<file path="src/rtl/scond_pkg.sv">
package scond_pkg;

    typedef enum logic [2:0] {
        PM_FIXED    = 3'd0,
        PM_BIN      = 3'd1,
        PM_BIN_CHAN = 3'd2,
        PM_COUNT    = 3'd3,
        PM_FLAGS3   = 3'd4,
        PM_TRIG     = 3'd5,
        PM_BELOW    = 3'd6,
        PM_RAW      = 3'd7
    } pat_mode_e;

    localparam logic [11:0] FIXED_WORD = 12'hA5A;

endpackage

</file>
<file path="src/rtl/scond_hit_detect.sv">
module scond_hit_detect #(
    parameter int SMP_W = 12
) (
    input  logic             clk,
    input  logic             rst_n,
    input  logic             in_valid,
    input  logic [SMP_W-1:0] adc,
    input  logic [SMP_W-1:0] baseline,
    input  logic [SMP_W-1:0] thr,
    input  logic             abs_mode,
    input  logic             evt_start,
    input  logic             evt_end,
    output logic             below_thr,
    output logic             crossed_run,
    output logic             hit_out
);

    typedef struct packed {
        logic crossed;
        logic hit_out;
    } hd_state_t;

    hd_state_t st_q, st_d;

    logic [SMP_W:0]   diff;
    logic [SMP_W-1:0] level;

    always_comb begin
        diff  = {1'b0, baseline} - {1'b0, thr};
        if (abs_mode) begin
            level = thr;
        end else if (diff[SMP_W]) begin
            level = '0;
        end else begin
            level = diff[SMP_W-1:0];
        end
        below_thr   = in_valid && (adc <= level);
        crossed_run = (evt_start ? 1'b0 : st_q.crossed) | below_thr;

        st_d         = st_q;
        st_d.crossed = crossed_run;
        if (evt_end) begin
            st_d.hit_out = crossed_run;
        end
    end

    always_ff @(posedge clk or negedge rst_n) begin
        if (!rst_n) begin
            st_q <= '0;
        end else begin
            st_q <= st_d;
        end
    end

    assign hit_out = st_q.hit_out;

    // flag stays set until the next event start
    a_r11_sticky: assert property (@(posedge clk) disable iff (!rst_n)
        (st_q.crossed && !evt_start) |=> st_q.crossed);

    // event start without a hit leaves the flag clear
    a_r11_clear_on_start: assert property (@(posedge clk) disable iff (!rst_n)
        (evt_start && !below_thr) |=> !st_q.crossed);

    // report holds between event ends
    a_r11_hold_report: assert property (@(posedge clk) disable iff (!rst_n)
        !evt_end |=> $stable(hit_out));

    // relative level never exceeds the baseline (no wrap)
    a_r9_no_wrap: assert property (@(posedge clk) disable iff (!rst_n)
        !abs_mode |-> (level <= baseline));

    // absolute comparison reports a hit at the threshold itself
    a_r10_abs_edge: assert property (@(posedge clk) disable iff (!rst_n)
        (abs_mode && in_valid && adc == thr) |-> below_thr);

endmodule

</file>
<file path="src/rtl/scond_pattern_mux.sv">
module scond_pattern_mux
    import scond_pkg::*;
#(
    parameter int SMP_W = 12,
    parameter int TB_W  = 9,
    parameter int CH_W  = 7
) (
    input  pat_mode_e        mode,
    input  logic [SMP_W-1:0] adc,
    input  logic [TB_W-1:0]  time_bin,
    input  logic [CH_W-1:0]  chan_idx,
    input  logic [SMP_W-1:0] sample_cnt,
    input  logic             crossed_run,
    input  logic             below_thr,
    input  logic             trig,
    input  logic             trig_rise,
    input  logic             trig_fall,
    output logic [SMP_W-1:0] word
);

    localparam int CAT_W = CH_W + TB_W;

    logic [CAT_W-1:0] bin_chan;

    always_comb begin
        bin_chan = {chan_idx, time_bin};
        unique case (mode)
            PM_FIXED:    word = SMP_W'(FIXED_WORD);
            PM_BIN:      word = SMP_W'(time_bin);
            PM_BIN_CHAN: word = SMP_W'(bin_chan);
            PM_COUNT:    word = sample_cnt;
            PM_FLAGS3:   word = {crossed_run, trig_rise, trig_fall, adc[SMP_W-4:0]};
            PM_TRIG:     word = {trig, adc[SMP_W-2:0]};
            PM_BELOW:    word = {below_thr, adc[SMP_W-2:0]};
            default:     word = adc;
        endcase
    end

endmodule

</file>
<file path="src/rtl/chan_sample_conditioner.sv">
module chan_sample_conditioner
    import scond_pkg::*;
#(
    parameter int SMP_W = 12,
    parameter int TB_W  = 9,
    parameter int CH_W  = 7,
    localparam int CTRL_W = SMP_W + 4
) (
    input  logic              clk,
    input  logic              rst_n,
    input  logic              in_valid,
    input  logic [SMP_W-1:0]  adc,
    input  logic [CTRL_W-1:0] ctrl_word,
    input  logic [SMP_W-1:0]  baseline,
    input  logic              test_en,
    input  logic              trig,
    input  logic              evt_start,
    input  logic              evt_end,
    input  logic [TB_W-1:0]   time_bin,
    input  logic [CH_W-1:0]   chan_idx,
    output logic              out_valid,
    output logic [SMP_W-1:0]  out_word,
    output logic              hit_out
);

    localparam int MODE_LO = SMP_W;
    localparam int ABS_BIT = SMP_W + 3;

    typedef struct packed {
        logic             valid;
        logic [SMP_W-1:0] word;
        logic             trig_prev;
        logic [SMP_W-1:0] cnt;
    } top_state_t;

    top_state_t st_q, st_d;

    logic [SMP_W-1:0] thr;
    pat_mode_e        mode;
    logic             abs_mode;
    logic             below_thr, crossed_run;
    logic             trig_rise, trig_fall;
    logic [SMP_W-1:0] cnt_base;
    logic [SMP_W-1:0] pat_word;

    assign thr      = ctrl_word[SMP_W-1:0];
    assign mode     = pat_mode_e'(ctrl_word[MODE_LO+2:MODE_LO]);
    assign abs_mode = ctrl_word[ABS_BIT];

    scond_hit_detect #(.SMP_W(SMP_W)) u_hit (
        .clk        (clk),
        .rst_n      (rst_n),
        .in_valid   (in_valid),
        .adc        (adc),
        .baseline   (baseline),
        .thr        (thr),
        .abs_mode   (abs_mode),
        .evt_start  (evt_start),
        .evt_end    (evt_end),
        .below_thr  (below_thr),
        .crossed_run(crossed_run),
        .hit_out    (hit_out)
    );

    scond_pattern_mux #(.SMP_W(SMP_W), .TB_W(TB_W), .CH_W(CH_W)) u_mux (
        .mode       (mode),
        .adc        (adc),
        .time_bin   (time_bin),
        .chan_idx   (chan_idx),
        .sample_cnt (cnt_base),
        .crossed_run(crossed_run),
        .below_thr  (below_thr),
        .trig       (trig),
        .trig_rise  (trig_rise),
        .trig_fall  (trig_fall),
        .word       (pat_word)
    );

    always_comb begin
        trig_rise = trig & ~st_q.trig_prev;
        trig_fall = ~trig & st_q.trig_prev;
        cnt_base  = evt_start ? '0 : st_q.cnt;

        st_d           = st_q;
        st_d.valid     = in_valid;
        st_d.trig_prev = trig;
        st_d.cnt       = cnt_base + SMP_W'(in_valid);
        if (in_valid) begin
            st_d.word = test_en ? pat_word : adc;
        end
    end

    always_ff @(posedge clk or negedge rst_n) begin
        if (!rst_n) begin
            st_q <= '0;
        end else begin
            st_q <= st_d;
        end
    end

    assign out_valid = st_q.valid;
    assign out_word  = st_q.word;

    // one-cycle latency on the strobe
    a_r2_valid_follows: assert property (@(posedge clk) disable iff (!rst_n)
        in_valid |=> out_valid);

    // word holds after an idle input
    a_r2_hold_word: assert property (@(posedge clk) disable iff (!rst_n)
        !in_valid |=> $stable(out_word));

    // bypass when substitution is off
    a_r3_bypass: assert property (@(posedge clk) disable iff (!rst_n)
        (in_valid && !test_en) |=> (out_word == $past(adc)));

    // fixed pattern
    a_r4_fixed: assert property (@(posedge clk) disable iff (!rst_n)
        (in_valid && test_en && mode == PM_FIXED) |=> (out_word == SMP_W'(FIXED_WORD)));

    // counter advances by one per valid sample inside an event
    a_r6_count_step: assert property (@(posedge clk) disable iff (!rst_n)
        (in_valid && !evt_start) |=> (st_q.cnt == $past(st_q.cnt) + 1'b1));

endmodule

</file>
<file path="config.mk">
export PLATFORM = sky130hd
export DESIGN_NAME = chan_sample_conditioner
export DESIGN_NICKNAME = d
export VERILOG_FILES = /design/src/rtl/scond_pkg.sv /design/src/rtl/scond_hit_detect.sv /design/src/rtl/scond_pattern_mux.sv /design/src/rtl/chan_sample_conditioner.sv
export SDC_FILE = /design/constraint.sdc
export NUM_CORES = 1
export LEC_CHECK = 0
export BUFFER_PORTS_ARGS = -buffer_cell sky130_fd_sc_hd__clkbuf_2
export CAP_MARGIN = 20
export CORE_MARGIN = 4
export CORE_UTILIZATION = 57
export DETAILED_ROUTE_END_ITERATION = 8
export PLACE_DENSITY = 0.84
export SETUP_SLACK_MARGIN = 0.4
export SLEW_MARGIN = 20
export SYNTH_ARGS = -nofsm -noshare
export SYNTH_HDL_FRONTEND = slang
export SYNTH_SLANG_ARGS = --single-unit
</file>
<file path="constraint.sdc">
create_clock -name clk -period 2.4 [get_ports clk]
set_clock_uncertainty 0.2 [all_clocks]
set_input_delay 0.24 -clock clk [delete_from_list [all_inputs] [get_ports clk]]
set_output_delay 0.24 -clock clk [all_outputs]
set_load 0.01 [all_outputs]
</file>
==> results.md <==
* Die area at 0.005768 mm²
* PwrDens at 429.2 mW/mm²
* Synth area leaders: dfrtp_1, ha_1, a21oi_1
* Synth top cells by count: nor2_1, a21oi_1, dfrtp_1
* Post-DRT Antenna Nets at 0
* Maximum clock frequency at 0.2986 GHz
* Total GRT Usage at 0.2480
* FF+latch area at 700.7 µm²
* Final design area excluding fillers at 0.003497 mm²
* Initial DRC count at 240
* Worst slew pin tran at 0.7164 ns
* Core area at 0.004414 mm²
* GPL Wtd Cong at 0.9658
* Pwr Total at 1501 µW
* Root Driver: clkbuf_8
* Final worst slack at -0.9493 ns
* Worst Setup Path Type: in2reg
* Post-synthesis register bit count at 28
* Internal power at 986.2 µW
* Status: complete, but fails checks
* Worst hold path class: in2reg
* # setup viols final at 3
* I/O pin cnt at 77
* Layout cell share with drive strength beyond 1 at 0.3788
* Kind of end point of the critical path: flip-flop
* First-pass GRT wire length at 12100 µm
* Final Max Tran Viols at 0
* WL final at 7969 µm
* ANT cells at 0
* Number of port buffers at 72
* Syn Nets at 406
* Via density at 6.017
* H-tree levels at 1
* Synth unique cells at 52
* Number of global-route vias before repair at 2698
* Switch share at 0.3430
* Initial core utilization at 0.5961
* Overflow after GRT at 0
* Pin count of the biggest net entering global routing at 29
* Initial antenna violation count at 0
* Flop pwr share at 0.355
* WL/cell at 16.71 µm
* Syn Std Cell Area at 0.002631 mm²
* Ys Warns at 0
* Site Rows at 24
* Tcrit/Tclk final at 1.396
* Worst-case clock buffer depth at 2
* TritonCTS Buffers at 3
* Prevailing post-synth register cell: dfrtp_1
* Sw Pwr at 514.8 µW
* Placed cell area at 0.003294 mm²
* Share of the synthesized area in the top cell type at 0.2663
* Max incr delay on CP at 0.54 ns
* Async SR Flop Fraction at 1.000
* Area growth syn-to-layout at 32.91%
* Critical path startpoint category: primary input
* CP required at 2.40 ns
* Violated checks: negative setup slack
* Tmin final at 3.349 ns
* Slew headroom at 0.5224
* Clock share of power at 0.200
* CTS tree: yes
* Crit path top cell by count: a21oi_1
* Worst skew pair latency at 0.28 ns
* DIE HEIGHT at 75.95 µm
* Crit path max-delay cell type: or4_4
* Place WS at -1.177 ns
* VDD IR-drop max at 0.0002709 V
* Placed cells at 462
* Vias post-DR at 2870
* Count leader, synth: nor2_1
* Multi-input gate area at 0.001763 mm²
* Post-synth top area cell: dfrtp_1
* Clk slew on worst S/H paths at 0.10 ns
* Number of synthesized flops with an enable pin at 0
* Non-filler cells, final at 477
* Seq/Total Area, Yosys at 0.2663
* Worst-path fanout max at 3
* Final nets at 516
* Fin. Hold Viols at 0
* Worst path cell trace: buf_8 > inv_8 > ha_4 > fa_2 > nand2b_4 > buf_4 > buf_4 > or2b_1 > nand2_1 > a21oi_1 > a21oi_1 > a21o_1 > ha_1 > a21oi_2 > nor2b_1 > o21ai_1 > a21oi_1 > or4_4 > a31oi_1
* HPWL after detailed placement at 5846 µm
* Comb pwr share at 0.445
* Fill count at 275
* Detailed Routing Iterations Pass 1 at 5
* Pleak at 0.001735 µW
* CTS sink count at 28
* Util after Layout at 0.7922
* Die width at 75.95 µm
* RSZ-0062 raised after global routing: yes
* Drt drc at 0
* Max-cap viol count at 0
* Synthesized area per cell at 8.327 µm²
* Arrival @ worst endpoint at 3.35 ns
* Cells after Synth at 316
## cell families (layout without fill, tap and decap cells)
group | count (synthesis) | after routing | share of synthesized area
XOR/XNOR | 17 | 17 | 0.05658
AND/OR/NAND/NOR | 98 | 98 | 0.1897
AO/OA/AOI/OAI | 92 | 92 | 0.2359
multiplexers | 7 | 7 | 0.02948
adder cells (fa/ha/maj) | 27 | 27 | 0.1312
buffers and inverters | 47 | 156 | 0.09082
flip-flops | 28 | 28 | 0.2663
## final cells by class
cell class,instances,share of cell area
multi-input combinational,241,0.5041
timing repair buffer,130,0.2354
sequential,28,0.2004
inverter,22,0.02576
tap,52,0.01860
clock buffer,4,0.01574
## routing by layer
| metal | share of wire | track usage | routed length [µm] |
|---|---|---|---|
| met1 | 0.41 | 0.3306 | 3247 |
| met2 | 0.48 | 0.4024 | 3817 |
| met3 | 0.081 | 0.04384 | 646 |
| met4 | 0.032 | 0.08363 | 257 |
| met5 | 0 | 0 | 0 |
## worst max-delay path: cells and delay by family
kind	cells	cell delay [ns]
simple gates	5	0.94
buf+inv	4	0.37
fa+ha+maj	3	0.68
compound gates	7	1.12
## flip-flops by register name (all words and copies together), names as in the netlist
signal         count
out_word          12
u_hit.st_q         1
out_valid          1
st_q              13
u_hit.hit_out      1
## cell usage in the layout, fill, tap and decap left out, drive strengths merged, types with 6 or more instances in the layout
master / count
o21ai: 17
mux2: 6
nor2b: 12
nand2: 23
a21oi: 31
inv: 22
a22oi: 11
buf: 57
ha: 26
dfrtp: 28
nand3: 6
xnor2: 7
xor2: 10
clkbuf: 74
nor2: 30
## what timing repair did
item	CTS	global route
pin swaps	3	4
setup endpoints to repair	3	5
hold endpoints to repair	30	0
resized for setup	3	13
buffers inserted	4	4
hold buffers	3	0
## worst paths after layout
path	cells past startpoint	slack [ns]	endpoint	from
max	19	-0.95	u_hit.st_q[1]	baseline[0]
min	2	0.02	st_q[0]	in_valid
max reg2reg	6	0.54	st_q[6]	st_q[0]
min reg2reg	1	0.32	out_word[7]	out_word[7]
max in group asynchronous	2	1.21	out_word[6]	rst_n
min in group asynchronous	2	0.33	st_q[11]	rst_n
## power groups by stage
stage | logic, µW | clock network [µW] | registers (µW)
2_1_floorplan | 378 | 0 | 535
3_3_place_gp | 572 | 0 | 539
3_5_place_dp | 595 | 0 | 541
4_1_cts | 616 | 302 | 532
5_1_grt | 721 | 324 | 536
6_report | 667 | 301 | 533
## stage by stage
stage / setup TNS [ns] / hold slack (ns)
6_report: -2.694 / 0.02108
5_1_grt: -2.860 / 0.01832
4_1_cts: -2.336 / 0.02171
3_5_place_dp: -3.420 / 0.1248
3_3_place_gp: -3.040 / 0.1108
2_1_floorplan: -2.661 / -0.2556
Note: power is estimated with default switching activity, not from simulation.
